--- src/rtl/serial_add_pkg.sv ---
package serial_add_pkg;

  typedef enum logic [2:0] {
    ST_IDLE = 3'd0,
    ST_LOAD = 3'd1,
    ST_ADD  = 3'd2,
    ST_FIN  = 3'd3,
    ST_DONE = 3'd4
  } sa_state_e;

endpackage

--- src/rtl/sa_shreg.sv ---
module sa_shreg #(
  parameter int W = 8
) (
  input  logic         clk_i,
  input  logic         rst_i,
  input  logic         load_i,
  input  logic         shift_i,
  input  logic [W-1:0] par_i,
  input  logic         ser_i,
  output logic [W-1:0] q_o,
  output logic         lsb_o
);

  logic [W-1:0] q_q;

  always_ff @(posedge clk_i) begin
    if (rst_i) begin
      q_q <= '0;
    end else if (load_i) begin
      q_q <= par_i;
    end else if (shift_i) begin
      q_q <= {ser_i, q_q[W-1:1]};
    end
  end

  assign q_o   = q_q;
  assign lsb_o = q_q[0];

  // capture and shift are distinct steps of one addition
  assert_load_shift_excl_R4: assert property (@(posedge clk_i) disable iff (rst_i)
    !(load_i && shift_i));

endmodule

--- src/rtl/sa_full_adder.sv ---
module sa_full_adder (
  input  logic x_i,
  input  logic y_i,
  input  logic cin_i,
  output logic s_o,
  output logic cout_o
);

  always_comb begin
    s_o    = x_i ^ y_i ^ cin_i;
    cout_o = (x_i & y_i) | (cin_i & (x_i ^ y_i));
  end

endmodule

--- src/rtl/sa_ctrl.sv ---
module sa_ctrl #(
  parameter int OPW = 8
) (
  input  logic clk_i,
  input  logic rst_i,
  input  logic start_i,
  output logic load_o,
  output logic add_o,
  output logic fin_o,
  output logic done_o
);
  import serial_add_pkg::*;

  localparam int CNTW = $clog2(OPW) + 1;
  localparam logic [CNTW-1:0] LAST = CNTW'(OPW - 1);

  sa_state_e       state_q, state_d;
  logic [CNTW-1:0] cnt_q;

  always_comb begin
    state_d = state_q;
    case (state_q)
      ST_IDLE: if (start_i) state_d = ST_LOAD;
      ST_LOAD: state_d = ST_ADD;
      ST_ADD:  if (cnt_q == LAST) state_d = ST_FIN;
      ST_FIN:  state_d = ST_DONE;
      ST_DONE: if (!start_i) state_d = ST_IDLE;
      default: state_d = ST_IDLE;
    endcase
  end

  always_ff @(posedge clk_i) begin
    if (rst_i) begin
      state_q <= ST_IDLE;
      cnt_q   <= '0;
    end else begin
      state_q <= state_d;
      if (state_q == ST_LOAD) begin
        cnt_q <= '0;
      end else if (state_q == ST_ADD) begin
        cnt_q <= cnt_q + 1'b1;
      end
    end
  end

  assign load_o = (state_q == ST_LOAD);
  assign add_o  = (state_q == ST_ADD);
  assign fin_o  = (state_q == ST_FIN);
  assign done_o = (state_q == ST_DONE);

  assert_add_bound_R3: assert property (@(posedge clk_i) disable iff (rst_i)
    (state_q == ST_ADD) |-> (cnt_q < CNTW'(OPW)));

  assert_load_to_add_R3: assert property (@(posedge clk_i) disable iff (rst_i)
    (state_q == ST_LOAD) |=> (state_q == ST_ADD));

  assert_fin_after_add_R3: assert property (@(posedge clk_i) disable iff (rst_i)
    (state_q == ST_FIN) |=> (state_q == ST_DONE));

endmodule

--- src/rtl/serial_adder.sv ---
module serial_adder #(
  parameter int OPW = 8
) (
  input  logic           clk_i,
  input  logic           rst_i,
  input  logic           start_i,
  input  logic [OPW-1:0] a_i,
  input  logic [OPW-1:0] b_i,
  output logic           done_o,
  output logic [OPW:0]   sum_o
);

  localparam int SUMW = OPW + 1;

  logic load, add, fin;
  logic a_bit, b_bit, s_bit, c_out, carry_q;
  logic sum_in;
  logic [OPW-1:0]  a_q, b_q;
  logic [SUMW-1:0] sum_q;

  sa_ctrl #(.OPW(OPW)) u_ctrl (
    .clk_i  (clk_i),
    .rst_i  (rst_i),
    .start_i(start_i),
    .load_o (load),
    .add_o  (add),
    .fin_o  (fin),
    .done_o (done_o)
  );

  sa_shreg #(.W(OPW)) u_a (
    .clk_i(clk_i), .rst_i(rst_i), .load_i(load), .shift_i(add),
    .par_i(a_i), .ser_i(1'b0), .q_o(a_q), .lsb_o(a_bit)
  );

  sa_shreg #(.W(OPW)) u_b (
    .clk_i(clk_i), .rst_i(rst_i), .load_i(load), .shift_i(add),
    .par_i(b_i), .ser_i(1'b0), .q_o(b_q), .lsb_o(b_bit)
  );

  sa_full_adder u_fa (
    .x_i(a_bit), .y_i(b_bit), .cin_i(carry_q), .s_o(s_bit), .cout_o(c_out)
  );

  always_ff @(posedge clk_i) begin
    if (rst_i || load) begin
      carry_q <= 1'b0;
    end else if (add) begin
      carry_q <= c_out;
    end
  end

  assign sum_in = fin ? carry_q : s_bit;

  sa_shreg #(.W(SUMW)) u_sum (
    .clk_i(clk_i), .rst_i(rst_i), .load_i(load), .shift_i(add | fin),
    .par_i('0), .ser_i(sum_in), .q_o(sum_q), .lsb_o()
  );

  assign sum_o = sum_q;

  // shadow of the captured operands, used only by the result check
  logic [SUMW-1:0] expect_q;
  always_ff @(posedge clk_i) begin
    if (rst_i) begin
      expect_q <= '0;
    end else if (load) begin
      expect_q <= {1'b0, a_i} + {1'b0, b_i};
    end
  end

  assert_reset_clear_R1: assert property (@(posedge clk_i)
    rst_i |=> (!done_o && sum_o == '0));

  assert_sum_matches_R2: assert property (@(posedge clk_i) disable iff (rst_i)
    $rose(done_o) |-> (sum_o == expect_q));

  assert_hold_result_R5: assert property (@(posedge clk_i) disable iff (rst_i)
    (done_o && start_i) |=> (done_o && $stable(sum_o)));

  assert_release_done_R6: assert property (@(posedge clk_i) disable iff (rst_i)
    (done_o && !start_i) |=> !done_o);

  assert_carry_clear_R7: assert property (@(posedge clk_i) disable iff (rst_i)
    load |=> (carry_q == 1'b0));

  assert_shift_drains_R8: assert property (@(posedge clk_i) disable iff (rst_i)
    fin |=> (a_q == '0 && b_q == '0));

endmodule

--- config.mk ---
export PLATFORM = sky130hd
export DESIGN_NAME = serial_adder
export DESIGN_NICKNAME = d
export VERILOG_FILES = /design/src/rtl/serial_add_pkg.sv /design/src/rtl/sa_shreg.sv /design/src/rtl/sa_full_adder.sv /design/src/rtl/sa_ctrl.sv /design/src/rtl/serial_adder.sv
export SDC_FILE = /design/constraint.sdc
export NUM_CORES = 1
export LEC_CHECK = 0
export BUFFER_PORTS_ARGS = -buffer_cell sky130_fd_sc_hd__buf_4
export CAP_MARGIN = 20
export CORE_MARGIN = 5
export CORE_UTILIZATION = 53
export DETAILED_ROUTE_END_ITERATION = 8
export PLACE_DENSITY_LB_ADDON = 0.15
export SKIP_LAST_GASP = 1
export SYNTH_ARGS = -nofsm -noshare
export SYNTH_HDL_FRONTEND = slang
export SYNTH_SLANG_ARGS = --single-unit
--- constraint.sdc ---
create_clock -name clk_i -period 1.5 [get_ports clk_i]
set_input_delay 0.3 -clock clk_i [delete_from_list [all_inputs] [get_ports clk_i]]
set_output_delay 0.3 -clock clk_i [all_outputs]
set_load 0.1 [all_outputs]
==> results of run 1 <==
## what timing repair did
item	in CTS	in global routing
resized for setup	8	4
endpoints found under the setup margin	4	6
setup buffers	5	4
endpoints found under the hold margin	0	0
gates cloned	0	1
pin swaps	1	2
## cells by family after synthesis
kind of cell               count (synthesis)  share of synthesized area
adders and majority gates                  2                     0.0216
DFF                                       33                      0.440
AOI/OAI and AO/OA                         53                      0.283
and+or+nand+nor                           41                      0.140
muxes                                      1                    0.00666
buffers and inverters                     31                     0.0974
xor gates and xnor gates                   2                     0.0117
## per-stage QoR
| step | std cells | hold slack, ns | TNS [ns] | util |
|---|---|---|---|---|
| floorplan | 163 | 0.437 | -0.327 | - |
| global placement | 214 | 0.448 | 0 | 0.639 |
| detailed placement | 214 | 0.452 | -0.129 | 0.639 |
| CTS | 227 | 0.240 | -0.0912 | 0.681 |
| global route | 232 | 0.266 | -0.119 | 0.702 |
| finish | 232 | 0.263 | -0.0835 | 0.702 |
## worst paths after layout
check | from | endpoint | slack [ns] | cells past startpoint
max | u_ctrl.state_q[1] | done_o | -0.08 | 3
max reg2reg | u_ctrl.state_q[1] | u_b.q_o[2] | 0.05 | 5
min | a_i[7] | u_a.q_o[7] | 0.26 | 3
min reg2reg | u_sum.q_o[0] | u_sum.q_o[0] | 0.46 | 2
## synthesized netlist by cell type, drive strengths merged (3+ instances only)
master  instances  area, um^2
inv            15        56.3
dfxtp          33         661
a221oi         13         170
nor2            6        22.5
o21ai           4        20.0
nand2          18        67.6
a21oi          11        55.1
nand3           3        15.0
buf            14        82.6
o22ai          12        75.1
a211oi          3        27.5
nand2b          5        31.3
## critical path, cell delays in order (launching register included)
cell and delay (ns):
dfxtp_4 0.37, buf_6 0.12, nor3b_4 0.25, buf_12 0.21
## power breakdown
group          internal, mW  switching (mW)  total, mW
sequential            0.934          0.0341      0.968
clock                 0.178           0.301      0.479
combinational         0.180           0.194      0.374
## registers in the layout, summed over array words and instances, names as in the netlist
register / count
u_sum.q_o: 9
u_ctrl.state_q: 3
u_ctrl.cnt_q: 4
carry_q: 1
u_a.q_o: 8
u_b.q_o: 8
## cell type report
| type | count | area [um^2] |
|---|---|---|
| clock buffer | 6 | 41.3 |
| multi-input combinational | 100 | 732 |
| sequential | 33 | 666 |
| inverter | 15 | 60.1 |
| timing repair buffer | 45 | 370 |
| clock inverter | 2 | 10.0 |
| tap | 31 | 38.8 |
| fill | 243 | 816 |
## cells in the final DEF, fill, tap and decap left out, drive strengths merged
master and count:
nand2b 5, o31ai 1, or4 1, dfxtp 33, clkinvlp 1, o21bai 1, clkinv 2, nand3 3
nand4b 1, a21o 2, a211oi 3, a2111oi 1, clkbuf 6, a31oi 2, nor2b 1, fa 1
nor3b 2, o21ai 4, o32ai 1, buf 45, a221oi 13, o22ai 12, ha 1, mux2i 1
a211o 1, nor2 6, xnor2 2, a21oi 11, nand2 18, a22oi 1, nand3b 2, nor4bb 1
inv 14, or2 1, o311ai 1
## per-layer routing
layer / GRT usage / wire length (um) / vias up
li1: - / - / 659
met5: 0 / 0 / -
met2: 0.305 / 1670 / 26
met4: 0.0805 / 78 / 0
met3: 0.0480 / 149 / 8
met1: 0.175 / 1400 / 620
==> run metrics, run 1 <==
result of the run=complete, but fails checks; failing checks=negative setup slack; highest net fanout along the worst path=3; root buf cell=clkbuf_4; element type at the critical path end=primary output; drt drc=0; share of flip-flops with an asynchronous set or reset after synthesis=0; Pins Over Slew Limit=0; latest clock arrival within the worst-skew pair=0.34 ns; average wire length per cell after detail routing=14.2 um; pwr dens=949 mW/mm^2; half-perimeter wire length after placement=2270 um; Area Growth Syn to Fin=27.6%; Total Routed Length=3300 um; number of nets still failing antenna checks after routing=0; final worst path period share=1.06; number of buffers inserted for hold repair after clock tree synthesis=0; chip height=63.2 um; CTS tree=built; HP Class=in -> reg; share of layout cells above drive strength 1=0.358; cell area after technology mapping=0.00150 mm^2; number of cell rows=19; antenna violations before repair=0; sum of overflow across all layers after global routing=0; all-layer global routing usage=0.168; CP Launch Type=flip-flop; number of enable-type register cells in the synthesized netlist=0; core outline area=0.00273 mm^2; max_cap viols=0; Layout Cell Area excl Fill=0.00192 mm^2; peak supply drop=0.904 mV; number of sinks handled by clock tree synthesis=33; vias in the first global route=1307; drt first pass iters=4; num ports=29; standby leakage power=0.725 nW; per-cell via count in the routed design=5.66; Yosys warning count=0; Max Clock Freq=0.632 GHz; RSZ-0062 raised after global routing=true; RePlAce Congestion=0.752; clock tree skew after final layout=0.00758 ns; wire length of the first global-routing pass=5400 um; kind of critical path=reg -> out; Final Total Pwr=1.82 mW; largest net degree at the start of global routing=21; Worst slew margin=0.697; vias after detailed routing=1313; Cells after Synth=163; actual transition at the worst max-transition pin=0.443 ns; Avg Cell Area, Syn=9.22 um^2; post-synthesis sequential area ratio=0.440; nets in the synthesized netlist=184; Setup Viol. Count Final=1; Die X=63.2 um; number of levels in the clock H-tree=2; final hold violation count=0; Total Nets Final=221; PortBufs=28; register bit total from synthesis=33; worst endpoint required time=1.20 ns; floorplan die area=0.00400 mm^2; pre-CTS setup slack=-0.0571 ns; clock edge transition at the registers on the reported setup and hold paths=0.11 ns; post-detailed-placement cell area=0.00175 mm^2; Inserted Clock Buffers=5; Worst Slack Setup Final=-0.0835 ns; Critical Path AT=1.28 ns; Unique masters post-synth=39; post-layout minimum cycle time=1.58 ns; Initial Utilization=0.550; detailed router's first-iteration violation count=37; dominant register cell in the synthesized netlist=dfxtp_1; Max clock buf depth=2; antenna cell count=0
No activity file was read; power rests on OpenSTA's default activity.
==> inputs of run 2 (changes only) <==
--- a/config.mk
+++ b/config.mk
@@ -7,6 +7,7 @@
 export LEC_CHECK = 0
 export BUFFER_PORTS_ARGS = -buffer_cell sky130_fd_sc_hd__buf_4
 export CAP_MARGIN = 20
+export CORE_ASPECT_RATIO = 0.6
 export CORE_MARGIN = 5
 export CORE_UTILIZATION = 53
 export DETAILED_ROUTE_END_ITERATION = 8
==> run 2 against run 1 <==
  * The flow now finishes without violations
  * Register-to-register slack gained 0.08 ns
  * Critical path depth is the same
  * Clock-buffer cell count is the same
  * Clock skew is essentially flat
  * First-iteration DRC count grew 110%
  * Flip-flop and latch count is the same
  * Cell count shrank 0.43%
  * Design area grew 0.13%
  * Global-route usage grew 3.5 points
  * Largest cell class unchanged
==> run metrics, run 2 (synthesis results as in run 1) <==
Max Clock Freq=0.671 GHz (+6.3%); CTS tree=built; sequential standard cell area=666 um^2 (unchanged); CP Launch Type=flip-flop; post-layout minimum cycle time=1.49 ns (-0.0934 ns); Total Routed Length=3620 um (+9.7%); element type at the critical path end=primary output; number of sinks handled by clock tree synthesis=33 (unchanged); max FFs per register=9 (unchanged); highest net fanout along the worst path=4 (+1); Area Growth Syn to Fin=27.8%; Initial Utilization=0.537 (-0.0123); origin of the worst min-delay path=start_i; total negative setup slack=0 ns (+0.0835 ns); result of the run=finished clean; detailed router's first-iteration violation count=76 (+110%); standby leakage power=0.719 nW (-0.79%); drt first pass iters=5 (+1); vias after detailed routing=1315 (+0.15%); Max clock buf depth=2 (unchanged); Pins Over Slew Limit=0 (unchanged); latest clock arrival within the worst-skew pair=0.28 ns (-0.06 ns); final core occ=0.687 (-0.0148); root buf cell=clkbuf_8; Inserted Clock Buffers=5 (unchanged); met2 track demand over resource in global routing=0.299 (-0.00654); all-layer global routing usage=0.203 (+0.0347); antenna cell count=0 (unchanged); origin of the critical flop-to-flop path=u_ctrl.state_q[1]; number of nets still failing antenna checks after routing=0 (unchanged); Worst slew margin=0.590 (-0.107); final hold violation count=0 (unchanged); antenna violations before repair=0 (unchanged); met3 usage in global routing=0.0669 (+0.0189); launching instance or port of the critical path=u_ctrl.state_q[0]; core outline area=0.00280 mm^2 (+2.3%); Die X=78.7 um (+24%); number of levels in the clock H-tree=2 (unchanged); max_cap viols=0 (unchanged); pwr dens=1030 mW/mm^2 (+8.4%); share of layout cells above drive strength 1=0.335 (-0.0232); kind of critical path=reg -> out; sum of overflow across all layers after global routing=0 (unchanged); drt drc=0 (unchanged); clock edge transition at the registers on the reported setup and hold paths=0.07 ns (-0.04 ns); half-perimeter wire length after placement=2490 um (+10%); RSZ-0062 raised after global routing=true; RePlAce Congestion=0.756 (+0.55%); number of cell rows=15 (-4); largest net degree at the start of global routing=21 (unchanged); # fillers=226 (-7.0%); GRT met1 Usage=0.290 (+0.115); clock tree skew after final layout=0.00755 ns (-0.0000299 ns); commonest non-fill, non-tap cell in the layout=buf_4; Setup Viol. Count Final=0 (-1); Worst Hold Slack=0.332 ns (+0.0697 ns); number of buffers inserted for hold repair after clock tree synthesis=0 (unchanged); vias in the first global route=1284 (-1.8%); num ports=29 (unchanged); PortBufs=28 (unchanged); average wire length per cell after detail routing=15.7 um (+10%); worst endpoint required time=1.20 ns (about the same); combined area of the multi-input logic cells=722 um^2 (-1.4%); peak supply drop=0.747 mV (-17%); per-cell via count in the routed design=5.69 (+0.59%); wire length of the first global-routing pass=6310 um (+17%); final worst path period share=0.993 (-0.0623); chip height=51.2 um (-19%); Critical Path AT=1.19 ns (-0.09 ns); global route hottest layer=met2; actual transition at the worst max-transition pin=0.615 ns (+0.171 ns); most frequent cells in the layout=buf_4 (38), dfxtp_1 (31), nand2_1 (18), inv_1 (15), o22ai_1 (12); HP Class=in -> reg; floorplan die area=0.00404 mm^2 (+0.88%); Total Nets Final=217 (-1.8%)
==> run 2: changes by cell type in the layout (fill, tap and decap cells not counted), sizes merged <==
| cell | delta |
|---|---|
| clkinvlp | -1 |
| inv | +1 |
| a21o | -1 |
| buf | -3 |
==> run 2: area by class of cell <==
class | instances | share of cell area
multi-input combinational | 99 | 0.376
timing repair buffer | 42 | 0.183
tap | 34 | 0.0221
clock buffer | 6 | 0.0378
clock inverter | 2 | 0.00521
sequential | 33 | 0.347
inverter | 15 | 0.0293
==> run 2: critical path, stage by stage, from the launching register on <==
cell,delay [ns]
dfxtp_2,0.34
buf_8,0.13
nor3b_4,0.24
buf_12,0.21
==> run 2: report_power, final <==
| group | switching (mW) | leakage, nW | internal [mW] | total, mW |
|---|---|---|---|---|
| Clock | 0.306 | 0.0450 | 0.321 | 0.628 |
| Combinational | 0.198 | 0.404 | 0.174 | 0.372 |
| Sequential | 0.0417 | 0.270 | 0.935 | 0.976 |
| Total | 0.546 | 0.719 | 1.43 | 1.98 |
==> run 2: per-stage QoR <==
step                instance area (um^2)  power [mW]  worst slack [ns]  instances
finish                              1920        1.98           0.00993        231
global route                        1920        2.08           -0.0424        231
CTS                                 1910        1.98          -0.00190        231
detailed placement                  1770        1.33           0.00485        219
global placement                    1770        1.32            0.0734        219
floorplan                           1530        1.24            -0.211        163
==> run 2: path summary, 6_finish.rpt <==
path	endpoint	slack, ns	depth (start not counted)
setup / recovery	done_o	0.01	3
hold / removal	u_ctrl.state_q[2]	0.33	3
setup reg to reg	u_b.q_o[6]	0.13	4
hold reg to reg	u_a.q_o[3]	0.47	2
==> run 2: timing repair <==
action                                  CTS  global route
resized for setup                         8             3
endpoints found under the setup margin    1            14
pin swaps                                 1             0
buffers inserted                          4             0
==> run 2: layer usage <==
| metal | vias to the layer above | wire length [um] |
|---|---|---|
| met2 | 36 | 1570 |
| li1 | 648 | - |
| met1 | 629 | 1840 |
| met5 | - | 0 |
| met4 | 0 | 14 |
| met3 | 2 | 196 |
